**src/rtl/cam_cfg_pkg.sv**
```systemverilog
package cam_cfg_pkg;

  typedef enum logic [1:0] {
    SYM_GAP   = 2'd0,
    SYM_START = 2'd1,
    SYM_STOP  = 2'd2,
    SYM_UNIT  = 2'd3
  } sym_e;

  // Register/value pair k of the load list: {reg, value}
  function automatic logic [15:0] cfg_pair(input int unsigned k);
    logic [7:0] ra;
    logic [7:0] va;
    ra = 8'(32'h10 + 3 * k);
    va = 8'(37 * k) ^ 8'h5A;
    return {ra, va};
  endfunction

endpackage

```
**src/rtl/cam_cfg_bitgen.sv**
```systemverilog
module cam_cfg_bitgen
  import cam_cfg_pkg::*;
#(
  parameter int QTR = 62
) (
  input  logic       clk,
  input  logic       rst_n,
  input  logic       go,
  input  sym_e       kind,
  input  logic [7:0] tx_byte,
  input  logic       rx_mode,
  input  logic       sda_i,
  output logic       busy,
  output logic       slot_end,
  output logic [7:0] rx_byte,
  output logic       scl_o,
  output logic       sda_low_o
);
  localparam int TW = (QTR > 1) ? $clog2(QTR) : 1;

  logic          busy_q;
  sym_e          kind_q;
  logic [8:0]    sh_q;
  logic          rxm_q;
  logic [3:0]    bit_q;
  logic [1:0]    qtr_q;
  logic [TW-1:0] tick_q;
  logic [7:0]    rx_q;
  logic          scl_q, sdl_q;
  logic          lvl_scl, lvl_sda;

  wire tick_end = (tick_q == TW'(QTR - 1));
  wire sym_last = (kind_q != SYM_UNIT) || (bit_q == 4'd8);

  // Line levels per quarter of the current bit slot
  always_comb begin
    lvl_scl = 1'b1;
    lvl_sda = 1'b1;
    unique case (kind_q)
      SYM_START: begin
        lvl_scl = (qtr_q != 2'd3);
        lvl_sda = (qtr_q == 2'd0);
      end
      SYM_STOP: begin
        lvl_scl = (qtr_q != 2'd0);
        lvl_sda = (qtr_q >= 2'd2);
      end
      SYM_UNIT: begin
        lvl_scl = (qtr_q == 2'd1) || (qtr_q == 2'd2);
        lvl_sda = rxm_q ? 1'b1 : sh_q[8];
      end
      default: begin
        lvl_scl = 1'b1;
        lvl_sda = 1'b1;
      end
    endcase
  end

  always_ff @(posedge clk) begin
    if (!rst_n) begin
      busy_q <= 1'b0;
      kind_q <= SYM_GAP;
      sh_q   <= '1;
      rxm_q  <= 1'b0;
      bit_q  <= '0;
      qtr_q  <= '0;
      tick_q <= '0;
      rx_q   <= '0;
      scl_q  <= 1'b1;
      sdl_q  <= 1'b0;
    end else if (!busy_q) begin
      if (go) begin
        busy_q <= 1'b1;
        kind_q <= kind;
        sh_q   <= {tx_byte, 1'b1};
        rxm_q  <= rx_mode;
        bit_q  <= '0;
        qtr_q  <= '0;
        tick_q <= '0;
      end
    end else begin
      scl_q <= lvl_scl;
      sdl_q <= !lvl_sda;
      if (kind_q == SYM_UNIT && qtr_q == 2'd2 && tick_q == '0 && bit_q < 4'd8)
        rx_q <= {rx_q[6:0], sda_i};
      if (tick_end) begin
        tick_q <= '0;
        qtr_q  <= qtr_q + 2'd1;
        if (qtr_q == 2'd3) begin
          if (sym_last) begin
            busy_q <= 1'b0;
          end else begin
            bit_q <= bit_q + 4'd1;
            sh_q  <= {sh_q[7:0], 1'b1};
          end
        end
      end else begin
        tick_q <= tick_q + TW'(1);
      end
    end
  end

  assign busy      = busy_q;
  assign slot_end  = busy_q && tick_end && (qtr_q == 2'd3) && sym_last;
  assign rx_byte   = rx_q;
  assign scl_o     = scl_q;
  assign sda_low_o = sdl_q;

endmodule

```
**src/rtl/cam_cfg_seq.sv**
```systemverilog
module cam_cfg_seq
  import cam_cfg_pkg::*;
#(
  parameter int       NUM_PAIRS = 8,
  parameter bit       RD_EN     = 1'b1,
  parameter bit [6:0] DEV_ADDR  = 7'h21,
  parameter bit [7:0] RD_REG    = 8'h0A
) (
  input  logic       clk,
  input  logic       rst_n,
  input  logic       enable,
  input  logic       slot_end,
  output logic       go,
  output sym_e       kind,
  output logic [7:0] tx_byte,
  output logic       rx_mode,
  output logic       done,
  output logic       id_load
);
  localparam int ITEMS = NUM_PAIRS + (RD_EN ? 1 : 0);
  localparam int IW    = $clog2(ITEMS + 1);
  localparam logic [7:0] DEV_W = {DEV_ADDR, 1'b0};
  localparam logic [7:0] DEV_R = {DEV_ADDR, 1'b1};

  typedef enum logic [1:0] {SQ_WAIT, SQ_ISSUE, SQ_BUSY, SQ_DONE} sq_e;

  sq_e         st_q;
  logic [IW-1:0] item_q;
  logic [3:0]  step_q;
  logic [3:0]  last_step;
  logic        rd_item;
  logic [15:0] pair;

  assign rd_item = RD_EN && (item_q == IW'(NUM_PAIRS));
  assign pair    = cfg_pair(32'(item_q));

  always_comb begin
    kind      = SYM_GAP;
    tx_byte   = 8'hFF;
    rx_mode   = 1'b0;
    last_step = rd_item ? 4'd9 : 4'd5;
    if (!rd_item) begin
      unique case (step_q)
        4'd0: kind = SYM_START;
        4'd1: begin kind = SYM_UNIT; tx_byte = DEV_W;      end
        4'd2: begin kind = SYM_UNIT; tx_byte = pair[15:8]; end
        4'd3: begin kind = SYM_UNIT; tx_byte = pair[7:0];  end
        4'd4: kind = SYM_STOP;
        default: kind = SYM_GAP;
      endcase
    end else begin
      unique case (step_q)
        4'd0, 4'd5: kind = SYM_START;
        4'd1: begin kind = SYM_UNIT; tx_byte = DEV_W;  end
        4'd2: begin kind = SYM_UNIT; tx_byte = RD_REG; end
        4'd6: begin kind = SYM_UNIT; tx_byte = DEV_R;  end
        4'd7: begin kind = SYM_UNIT; rx_mode = 1'b1;   end
        4'd3, 4'd8: kind = SYM_STOP;
        default: kind = SYM_GAP;
      endcase
    end
  end

  always_ff @(posedge clk) begin
    if (!rst_n) begin
      st_q   <= SQ_WAIT;
      item_q <= '0;
      step_q <= '0;
    end else begin
      unique case (st_q)
        SQ_WAIT:  if (enable) st_q <= SQ_ISSUE;
        SQ_ISSUE: st_q <= SQ_BUSY;
        SQ_BUSY: if (slot_end) begin
          if (step_q == last_step) begin
            step_q <= '0;
            if (item_q == IW'(ITEMS - 1)) begin
              st_q <= SQ_DONE;
            end else begin
              item_q <= item_q + IW'(1);
              st_q   <= SQ_ISSUE;
            end
          end else begin
            step_q <= step_q + 4'd1;
            st_q   <= SQ_ISSUE;
          end
        end
        default: st_q <= SQ_DONE;
      endcase
    end
  end

  assign go      = (st_q == SQ_ISSUE);
  assign done    = (st_q == SQ_DONE);
  assign id_load = (st_q == SQ_BUSY) && slot_end && rd_item && (step_q == 4'd7);

endmodule

```
**src/rtl/cam_cfg_top.sv**
```systemverilog
module cam_cfg_top
  import cam_cfg_pkg::*;
#(
  parameter int       QTR       = 62,
  parameter int       NUM_PAIRS = 8,
  parameter bit       RD_EN     = 1'b1,
  parameter bit [6:0] DEV_ADDR  = 7'h21,
  parameter bit [7:0] RD_REG    = 8'h0A
) (
  input  logic       clk,
  input  logic       rst_n,
  input  logic       cfg_enable,
  output logic       scl_o,
  output logic       sda_pull_low,
  input  logic       sda_i,
  output logic       cfg_done,
  output logic       id_valid,
  output logic [7:0] id_byte
);
  logic       eng_go, eng_busy, eng_end, seq_rxm, id_load;
  sym_e       seq_kind;
  logic [7:0] seq_tx, eng_rx;

  cam_cfg_seq #(
    .NUM_PAIRS(NUM_PAIRS), .RD_EN(RD_EN), .DEV_ADDR(DEV_ADDR), .RD_REG(RD_REG)
  ) u_seq (
    .clk(clk), .rst_n(rst_n), .enable(cfg_enable), .slot_end(eng_end),
    .go(eng_go), .kind(seq_kind), .tx_byte(seq_tx), .rx_mode(seq_rxm),
    .done(cfg_done), .id_load(id_load)
  );

  cam_cfg_bitgen #(.QTR(QTR)) u_bit (
    .clk(clk), .rst_n(rst_n), .go(eng_go), .kind(seq_kind), .tx_byte(seq_tx),
    .rx_mode(seq_rxm), .sda_i(sda_i), .busy(eng_busy), .slot_end(eng_end),
    .rx_byte(eng_rx), .scl_o(scl_o), .sda_low_o(sda_pull_low)
  );

  generate
    if (RD_EN) begin : g_id
      logic [7:0] id_q;
      logic       idv_q;
      always_ff @(posedge clk) begin
        if (!rst_n) begin
          id_q  <= '0;
          idv_q <= 1'b0;
        end else if (id_load) begin
          id_q  <= eng_rx;
          idv_q <= 1'b1;
        end
      end
      assign id_byte  = id_q;
      assign id_valid = idv_q;
    end else begin : g_no_id
      assign id_byte  = 8'h00;
      assign id_valid = 1'b0;
    end
  endgenerate

endmodule

```
**config.mk**
```make
export PLATFORM = sky130hd
export DESIGN_NAME = cam_cfg_top
export DESIGN_NICKNAME = d
export VERILOG_FILES = /design/src/rtl/cam_cfg_pkg.sv /design/src/rtl/cam_cfg_bitgen.sv /design/src/rtl/cam_cfg_seq.sv /design/src/rtl/cam_cfg_top.sv
export SDC_FILE = /design/constraint.sdc
export NUM_CORES = 1
export LEC_CHECK = 0
export BUFFER_PORTS_ARGS = -buffer_cell sky130_fd_sc_hd__buf_2
export CAP_MARGIN = 20
export CORE_ASPECT_RATIO = 2
export CORE_MARGIN = 1
export CORE_UTILIZATION = 35
export CTS_BUF_LIST = sky130_fd_sc_hd__clkbuf_4 sky130_fd_sc_hd__clkbuf_8
export CTS_CLUSTER_SIZE = 8
export DETAILED_ROUTE_END_ITERATION = 7
export GPL_TIMING_DRIVEN = 0
export PLACE_DENSITY_LB_ADDON = 0.2
export SETUP_SLACK_MARGIN = 0.5
export SYNTH_ARGS = -nofsm -noshare
export SYNTH_HDL_FRONTEND = slang
export SYNTH_HIERARCHICAL = 1
export SYNTH_SLANG_ARGS = --single-unit
```
**constraint.sdc**
```tcl
create_clock -name clk -period 2.25 [get_ports clk]
set_input_delay 0.225 -clock clk [delete_from_list [all_inputs] [get_ports clk]]
set_output_delay 0.225 -clock clk [all_outputs]
set_load 0.005 [all_outputs]
```
* After elaboration in Yosys (flattened, before gate mapping) *
Cells that the tools add are included.

word-level totals
  flip-flop bits (word level) = 54
  word-level logic and storage cells = 124
  input bits = 4
  output and inout port bits = 12

operators by class
  multiplexer cells = 39
  add/subtract/negate cells = 6
  reductions and logical operators = 29
  magnitude comparators = 2
  bitwise gates (word level) = 3
  multipliers = 2
  equality and inequality tests = 28

operators by type and width
  kind                                                               count
  8-bit one-hot mux with 3 select lines                              2
  9-bit 2-to-1 mux                                                   5
  4-bit 2-to-1 mux                                                   7
  6-bit 2-to-1 mux                                                   3
  2-bit one-hot mux with 3 select lines                              3
  4-bit by 3-bit == test with 1-bit output, second input constant    4
  2-bit 2-to-1 mux                                                   8
  4-bit by 1-bit adder with 4-bit output, second input constant      3
  2-bit == test, second input constant                               6
  4-bit == test, second input constant                               3
  2-bit inequality test, second input constant                       6
  2-bit AND reduction                                                5
  1-bit logical AND                                                  9
  4-bit by 2-bit == test with 1-bit output, second input constant    2
  6-bit by 4-bit multiplier with 8-bit output, first input constant  1
  1-bit 2-to-1 mux                                                   8
  8-bit 2-to-1 mux                                                   1
  4-bit AND reduction                                                2
  5-bit by 6-bit adder with 7-bit output, first input constant       1
  6-bit by 1-bit adder with 6-bit output, second input constant      1
  2-bit by 1-bit == test with 1-bit output, second input constant    3
  6-bit == test, second input constant                               1
  6-bit zero test                                                    1
  2-bit by 4-bit multiplier with 6-bit output, first input constant  1
  other kinds (17)                                                   23

* Longest topological paths before layout *
Gate-level depths: netlist (run 1).

  depth in word-level cells = 7
  gate-level depth with buffers = 10
  depth with buffers taken out = 10

* Cells and area by module *
Netlist (run 1), hierarchy kept.

by module, submodules not included
  module          sequential area each (um^2)  area an instance (um^2)  times used  cells an instance
  cam_cfg_bitgen  680.7                        1731.7                   1           188
  cam_cfg_seq     200.2                        1127.3                   1           141
  cam_cfg_top     180.2                        329.1                    1           27

* Least setup slack after synthesis (run 1) *
Ideal clock, no wire load.

  kind = flip-flop to flip-flop
  from = register u_bit.tick_q[1]
  to = register u_seq.item_q[3]
  setup slack = -76 ps
  period minus slack after synthesis = 2326 ps
  path buffers = 0
  cell stages (with the launch flop) = 10
  arrival time = 2254 ps
  data required time = 2178 ps
  setup time = 72 ps
  cell sequence = dfxtp_1 -> inv_1 -> ha_1 -> and4_4 -> nand2_1 -> a21oi_1 -> nand4b_4 -> or4_1 -> or3_1 -> a21oi_1

on the way
  cells in the longest elaborated chain, start to end = 5

RTL lines
  element                               RTL line               text
  start: declaration                    cam_cfg_bitgen.sv:27   logic [TW-1:0] tick_q;
  start signal: assignment              cam_cfg_bitgen.sv:98   tick_q <= tick_q + TW'(1);
  6-bit == test                         cam_cfg_bitgen.sv:32   wire tick_end = (tick_q == TW'(QTR - 1));
  1-bit logical AND (3 in a row)        cam_cfg_bitgen.sv:104  assign slot_end = busy_q && tick_end && (qtr_q == 2'd3) && sym_last;
  via eng_end                           cam_cfg_top.sv:20      logic eng_go, eng_busy, eng_end, seq_rxm, id_load;
  4-bit AND reduction (no source line)  n/a
  end signal: assignment                cam_cfg_seq.sv:79      item_q <= item_q + IW'(1);
  end: declaration                      cam_cfg_seq.sv:28      logic [IW-1:0] item_q;

The timed path passes the listed nets, and every way through them passes these cells.
A chain may end at the register's enable or synchronous reset.

* Final worst setup path (run 1) *
  from = register u_seq.item_q[2]
  to = register u_bit.sh_q[5]

on the way
  cells in the longest elaborated chain, start to end = 6
  elaborated cells between the ends (all ways) = 9
  those cells by class = add/sub (1); mul (2); eq/ne (1); mux (4); bitwise (1)

RTL lines
  element                                                                                                     RTL line                              text
  2-bit by 4-bit multiplier with 6-bit output or 6-bit by 4-bit multiplier with 8-bit output (tied branches)  cam_cfg_pkg.sv:14, cam_cfg_pkg.sv:15
  5-bit by 6-bit adder with 7-bit output or 4-bit inverter (tied branches)                                    n/a
  8-bit one-hot mux with 3 select lines                                                                       cam_cfg_seq.sv:43                     unique case (step_q)
  8-bit 2-to-1 mux *                                                                                          cam_cfg_seq.sv:42                     if (!rd_item) begin
  via seq_tx[4]                                                                                               cam_cfg_top.sv:22                     logic [7:0] seq_tx, eng_rx;
  9-bit 2-to-1 mux *                                                                                          cam_cfg_bitgen.sv:72                  if (go) begin
  9-bit 2-to-1 mux *                                                                                          cam_cfg_bitgen.sv:71                  end else if (!busy_q) begin
  end signal: assignment                                                                                      cam_cfg_bitgen.sv:75                  sh_q <= {tx_byte, 1'b1};
  end signal: assignment                                                                                      cam_cfg_bitgen.sv:94                  sh_q <= {sh_q[7:0], 1'b1};
  end: declaration                                                                                            cam_cfg_bitgen.sv:23                  logic [8:0] sh_q;

The timed path passes the listed nets; every way through them passes the cells marked *. The select of a mux whose other input is x is not followed.

==> metrics.csv, run 1 <==
metric,value,unit
overall fraction of global-route tracks in use,18.38,%
Cell Pwr Density,405.2,nW/um^2
number of inserted filler cells in the final layout,793,
root cell of the clock tree,clkbuf_8,
crit share post-route,96.53,%
clock buffers created by TritonCTS,5,
async set-or-reset flop fraction in the synthesized netlist,0,%
number of DRC violations after detailed-routing iteration 0,146,
Starting Density,36.61,%
result of the run,completed,
instance area at placement,3448,sq um
detailed-router iteration count before antenna repair,4,
maximum VDD drop,0.2611,mV
capturing element type of the critical path,flip-flop,
number of vias after detailed routing,2901,
headroom to the max-slew limit,52.12,%
clock tree from TritonCTS,done,
via count of the first global-routing pass,2797,
arrival time worst endpoint,2360,ps
Die ar.,9517,sq um
worst setup path endpoint,u_bit/sh_q[5]$_SDFFE_PN1P_,
maximum number of buffers from clock root to sink,2,
Core Box Area,8708,sq um
average via count per standard cell,5.622,
row count,48,
count of endpoints failing setup in the final report,0,
sequential fraction of the synthesis area,33.28,%
peak clock frequency supported by timing,460.4,MHz
#FFs+latches synth,53,
endpoint of the worst-slack reg-to-reg timing path,u_bit/sh_q[5]$_SDFFE_PN1P_,
average footprint of a synthesized cell,8.955,sq um
fin. max-slew vios,0,
maximum fanout along the worst path,3,
Worst-Skew Late Latency,310,ps
setup repair after global routing missed its margin,yes,
sum of overflow across all layers after global routing,0,
"Top FF cell, synth",dfxtp_1,
clock skew after layout,7.643,ps
summed area of non-filler cells in the final layout,4208,sq um
source of the critical timing path,u_seq/item_q[2]$_SDFFE_PN0P_,
global-route wire length before repair,13610,um
total negative slack for setup checks,0,ps
DRC errors left,0,
slew at the pin closest to its max-slew limit,718.2,ps
Max Cap Viol,0,
WP data required,2440,ps
antenna violations before repair,0,
number of flops mapped to enable cells by yosys,0,
Ys Warns,6,
fraction of power consumed by the clock network,34.6,%
Avg WL per Cell,17.06,um
clock transition time at the flip-flop clock pins of the worst setup and hold paths,110,ps
Boundary Pins,16,
crit start category,flip-flop,
Post-Place Setup Slack,-74.16,ps
Syn-to-layout area delta,31.99,%
Register-to-Register Path Depth,9,
Int Power,1.239,mW
net load switching power,0.4661,mW
total half-perimeter wirelength after legalization and detailed placement,6144,um
Setup WS post-layout,78.18,ps
register share of total power,56.8,%
horizontal extent of the die,69.49,um
cell area after technology mapping,3188,sq um
final RePlAce weighted congestion,0.8596,
diode insertion count for antenna repair,0,
layout cells sized above 1,35.10,%
number of levels in the clock H-tree,2,
Detailed Route WL,8804,um
leakage,1.632,nW
die extent in y,137.0,um
count of clock tree sinks,53,
worst flop-to-flop path startpoint,u_seq/item_q[2]$_SDFFE_PN0P_,
Cell variety after synth,62,
clock period minus worst slack,2172,ps
number of nets in the layout,444,
type of the worst setup path,reg -> reg,
Mapped Cells,356,
net switching share of the total power,27.34,%
HP Class,in -> reg,
number of routed nets with antenna violations,0,
Comb pwr share,8.5,%
final total power,1.705,mW
number of buffers added on ports,15,
largest net degree at the start of global routing,21,
register-to-register setup slack,80,ps
synthesized netlist net count,385,
final hold vios,0,
cell usage after synthesis (3+ instances only):
library cell,instances,area (sq um)
nor2_1,16,60.06
buf_2,3,15.01
ha_1,24,300.3
nor3_1,12,60.06
nor3b_1,5,37.54
nor4b_1,9,78.83
mux2i_1,24,240.2
a21boi_0,5,37.54
nor2b_1,21,131.4
o211a_1,3,30.03
and3_1,3,18.77
nand3_1,11,55.05
a31oi_1,15,93.84
nand2_1,25,93.84
a21oi_1,16,80.08
inv_1,16,60.06
nand3b_1,3,22.52
clkbuf_1,12,45.04
dfxtp_1,53,1061
buf_6,4,45.04
xnor2_1,6,52.55
o21ai_0,16,80.08
nand4_1,4,25.02
o31a_1,4,35.03
worst min path at each step:
stage                          startpoint                       endpoint  cells after the start
finish                         cfg_enable     u_seq/st_q[0]$_SDFFE_PN0P_                      3
global route                        sda_i  u_bit/rx_byte[0]$_SDFFE_PN0P_                      3
CTS                            cfg_enable     u_seq/st_q[0]$_SDFFE_PN0P_                      3
detailed placement  id_valid$_SDFFE_PN0P_          id_valid$_SDFFE_PN0P_                      1
global placement    id_valid$_SDFFE_PN0P_          id_valid$_SDFFE_PN0P_                      1
floorplan                           rst_n          id_valid$_SDFFE_PN0P_                      1
critical path: stages (launching register included):
cell and delay (ps):
dfxtp_4 370, buf_6 120, ha_4 210, ha_4 160
fa_2 380, xnor2_2 160, a2111oi_2 300, o21ai_1 110
mux2i_1 140, a31oi_1 100
cell usage in the layout (no fill, tap or decap), drive strengths merged, types with 2 or more instances in the layout:
cell type,n
and4,2
buf,60
nor3,12
nand4,5
nand3b,3
clkinv,2
nor4b,9
nor4,3
o22ai,2
nand3,13
a31oi,15
and3,3
o211ai,2
and2,3
xnor2,6
a311oi,2
a21o,2
o31a,4
a21oi,16
nand2,25
dfxtp,53
nor3b,5
clkbuf,17
nor2b,21
a31o,2
ha,24
o211a,3
inv,18
o21ai,17
mux2i,24
o21a,2
nor2,16
a21boi,5
routing by layer:
layer | global-route usage [%] | vias to the layer above | wire length, um | share of wire (%)
met5 | 0 | - | 0 | 0
met4 | 9.524 | 0 | 436 | 5.0
met3 | 2.062 | 29 | 187 | 2.1
met2 | 38.51 | 56 | 5140 | 58
met1 | 16.53 | 1400 | 3040 | 35
li1 | - | 1416 | - | -
power by group through the flow:
| stage | sequential [mW] | combinational [mW] | clock, mW |
|---|---|---|---|
| 5_1_grt | 0.973 | 0.160 | 0.656 |
| 4_1_cts | 0.971 | 0.143 | 0.616 |
| 3_5_place_dp | 0.996 | 0.136 | 0 |
| 3_3_place_gp | 0.995 | 0.135 | 0 |
| 2_1_floorplan | 0.990 | 0.0940 | 0 |
| 6_report | 0.969 | 0.145 | 0.591 |
sequential cells by signal (all words and copies together), names as in the netlist:
signal / flops
u_bit/qtr_q: 2
id_byte: 8
u_bit/scl_o: 1
u_bit/busy: 1
u_bit/sh_q: 8
u_bit/bit_q: 4
u_bit/rxm_q: 1
u_bit/tick_q: 6
u_seq/item_q: 4
id_valid: 1
u_bit/sda_low_o: 1
u_seq/st_q: 2
u_seq/step_q: 4
u_bit/rx_byte: 8
u_bit/kind_q: 2
area by class of cell:
type,count,area [sq um],share of cell area [%]
clock buffers,5,68.82,1.635
clock inverters,3,28.78,0.6839
inverters,17,71.32,1.695
multi-input cells,266,2275,54.06
repair buffers,52,407.9,9.694
flip-flops and latches,53,1097,26.08
plain buffers,20,133.9,3.182
well taps,100,125.1,2.974
what timing repair did:
item                                    CTS  global route
hold endpoints to repair                  0             0
cloned                                    0             1
pin swaps                                12            20
setup buffers                            23            13
endpoints found under the setup margin   37            34
hold buffers                              0             0
resized for setup                        49            51
through the flow:
| stage | hold WS, ps | utilization, % | instances |
|---|---|---|---|
| after floorplan | 342.5 | - | 356 |
| final | 148.3 | 48.32 | 516 |
| after detailed placement | 448.8 | 39.60 | 471 |
| after global routing | 139.7 | 48.32 | 516 |
| after CTS | 134.1 | 44.96 | 502 |
| after global placement | 431.9 | 39.60 | 471 |
kinds of logic (layout without fill, tap and decap cells):
| family | Yosys count | after routing | share of synthesized area, % |
|---|---|---|---|
| AOI/OAI and AO/OA | 82 | 82 | 17.03 |
| xor gates and xnor gates | 7 | 7 | 1.923 |
| DFF | 53 | 53 | 33.28 |
| and+or+nand+nor | 128 | 128 | 24.65 |
| adders and majority gates | 25 | 25 | 10.05 |
| buffers and inverters | 37 | 97 | 5.533 |
| muxes | 24 | 24 | 7.535 |
No activity file was read; power rests on OpenSTA's default activity.
==> inputs of run 2 (changes only) <==
==> constraint.sdc (replaced) <==
create_clock -name clk -period 2.6 [get_ports clk]
set_input_delay 0.26 -clock clk [delete_from_list [all_inputs] [get_ports clk]]
set_output_delay 0.26 -clock clk [all_outputs]
set_load 0.005 [all_outputs]
==> run 2 against run 1 <==
Combinational power down 13%. Clock skew about the same. Global-route usage is 0.20 points higher. Highest routed layer unchanged. Critical path type unchanged.
==> metrics.csv, run 2 (same netlist as run 1, synthesis figures left out) <==
metric,value,unit
WP data required,2790,ps
Starting Density,36.61,%
crit start category,flip-flop,
clock skew after layout,8.015,ps
sum of overflow across all layers after global routing,0,
average via count per standard cell,5.582,
worst flop-to-flop path startpoint,u_seq/item_q[2]$_SDFFE_PN0P_,
headroom to the max-slew limit,54.93,%
Avg WL per Cell,17.15,um
end of the worst hold path,u_seq/st_q[0]$_SDFFE_PN0P_,
Core Box Area,8708,sq um
number of buffers added on ports,15,
row count,48,
number of nets in the layout,430,
diode insertion count for antenna repair,0,
summed area of non-filler cells in the final layout,3890,sq um
Syn-to-layout area delta,22.02,%
Most Frequent Cell on Critical Path,ha_4,
clock period minus worst slack,2146,ps
"most common cell after layout, fill and taps aside",dfxtp_1,
via count of the first global-routing pass,2827,
result of the run,completed,
layout cells sized above 1,27.11,%
overall fraction of global-route tracks in use,18.57,%
endpoint of the worst-slack reg-to-reg timing path,u_bit/sh_q[5]$_SDFFE_PN1P_,
CP Depth,8,
root cell of the clock tree,clkbuf_8,
number of DRC violations after detailed-routing iteration 0,127,
Worst-Skew Late Latency,320,ps
Hold Crit Start,cfg_enable,
HP Class,in -> reg,
slew at the pin closest to its max-slew limit,676.0,ps
depth of the worst hold-timing path,3,
"Critical Path, Cell by Cell",ha_4 -> ha_4 -> fa_2 -> xnor2_2 -> a2111oi_2 -> o21ai_1 -> mux2i_1 -> a31oi_1,
largest net degree at the start of global routing,21,
Detailed Route WL,8611,um
type of the worst setup path,reg -> reg,
peak clock frequency supported by timing,466.0,MHz
longest individual stage delay on the worst path,420,ps
Fin Hold WS,174.1,ps
die extent in y,137.0,um
maximum fanout along the worst path,4,
Buffers & Inverters on Critical Path,0,
DRC errors left,0,
final hold vios,0,
count of endpoints failing setup in the final report,0,
count of clock tree sinks,53,
crit share post-route,82.54,%
maximum number of buffers from clock root to sink,2,
Max Cap Viol,0,
detailed-router iteration count before antenna repair,4,
fin. max-slew vios,0,
number of routed nets with antenna violations,0,
horizontal extent of the die,69.49,um
hold buffers post-CTS,0,
Boundary Pins,16,
register-to-register setup slack,450,ps
setup repair after global routing missed its margin,yes,
Cell Pwr Density,380.5,nW/um^2
antenna violations before repair,0,
clock transition time at the flip-flop clock pins of the worst setup and hold paths,100,ps
number of vias after detailed routing,2802,
number of levels in the clock H-tree,2,
capturing element type of the critical path,flip-flop,
arrival time worst endpoint,2330,ps
maximum VDD drop,0.2185,mV
total negative slack for setup checks,0,ps
cell class contributing the biggest share of worst-path delay,adder cells,
clock tree from TritonCTS,done,
most used cells in the layout excluding fill and tap cells,"dfxtp_1 (41), mux2i_1 (24), nand2_1 (24)",
total half-perimeter wirelength after legalization and detailed placement,6158,um
leakage,1.494,nW
master of the slowest instance on the critical path,fa_2,
global-route wire length before repair,13770,um
Die ar.,9517,sq um
post-layout util,44.67,%
instance area at placement,3418,sq um
clock buffers created by TritonCTS,5,
Register-to-Register Path Depth,8,
final RePlAce weighted congestion,0.7927,
-- run 2: changes by cell type in the layout (fill, tap and decap cells not counted), sizes merged --
| cell | delta |
|---|---|
| clkinv | -1 |
| inv | -1 |
| clkbuf | +1 |
| buf | -14 |
| clkinvlp | +1 |
-- run 2: worst register-to-register path, delay by kind of cell (launching register included) --
kind	cells	cell delay [ps]
DFF	1	390
adders and majority gates	3	830
AOI/OAI and AO/OA	3	500
xor gates and xnor gates	1	160
muxes	1	140
-- run 2: final cells by class --
| type | count | area [sq um] |
|---|---|---|
| buffer | 20 | 116.4 |
| inverter | 17 | 66.31 |
| timing repair buffer | 38 | 252.7 |
| tap | 100 | 125.1 |
| clock inverter | 2 | 16.27 |
| multi-input combinational | 266 | 2140 |
| fill | 831 | 4818 |
| sequential | 53 | 1091 |
| clock buffer | 6 | 82.58 |
-- run 2: worst max path at each step --
stage                                      start                      endpoint  slack [ps]
floorplan           u_bit/tick_q[1]$_SDFFE_PN0P_  u_seq/item_q[3]$_SDFFE_PN0P_         480
detailed placement  u_seq/item_q[0]$_SDFFE_PN0P_    u_bit/sh_q[8]$_SDFFE_PN1P_         230
CTS                 u_seq/item_q[2]$_SDFFE_PN0P_    u_bit/sh_q[5]$_SDFFE_PN1P_         320
finish              u_seq/item_q[2]$_SDFFE_PN0P_    u_bit/sh_q[5]$_SDFFE_PN1P_         450
global placement     u_bit/qtr_q[1]$_SDFFE_PN0P_  u_seq/item_q[3]$_SDFFE_PN0P_         240
global route        u_seq/item_q[2]$_SDFFE_PN0P_    u_bit/sh_q[8]$_SDFFE_PN1P_         310
-- run 2: metrics by stage --
| stage | power [mW] | instances | setup WS [ps] |
|---|---|---|---|
| global route | 1.550 | 502 | 311.5 |
| detailed placement | 0.9818 | 471 | 231.7 |
| finish | 1.480 | 502 | 454.0 |
| floorplan | 0.9395 | 356 | 483.4 |
| CTS | 1.503 | 494 | 315.0 |
| global placement | 0.9811 | 471 | 237.2 |
-- run 2: power breakdown --
group | switching [mW] | total, mW | internal, mW
sequential | 0.0169 | 0.839 | 0.822
combinational | 0.0775 | 0.126 | 0.0489
clock | 0.295 | 0.515 | 0.220
total | 0.389 | 1.48 | 1.09
-- run 2: routing by layer --
layer  track usage (%)  vias to the layer above  wire, um
li1                  -                     1387         -
met1             17.15                     1358      3046
met2             37.43                       35      5127
met3             2.062                       22       105
met4             11.68                        0       331
met5                 0                        -         0
-- run 2: repair_timing --
action,CTS,global route
setup buffers,15,8
gates cloned,0,0
setup endpoints to repair,16,18
pin swaps,12,14
resized for setup,28,27
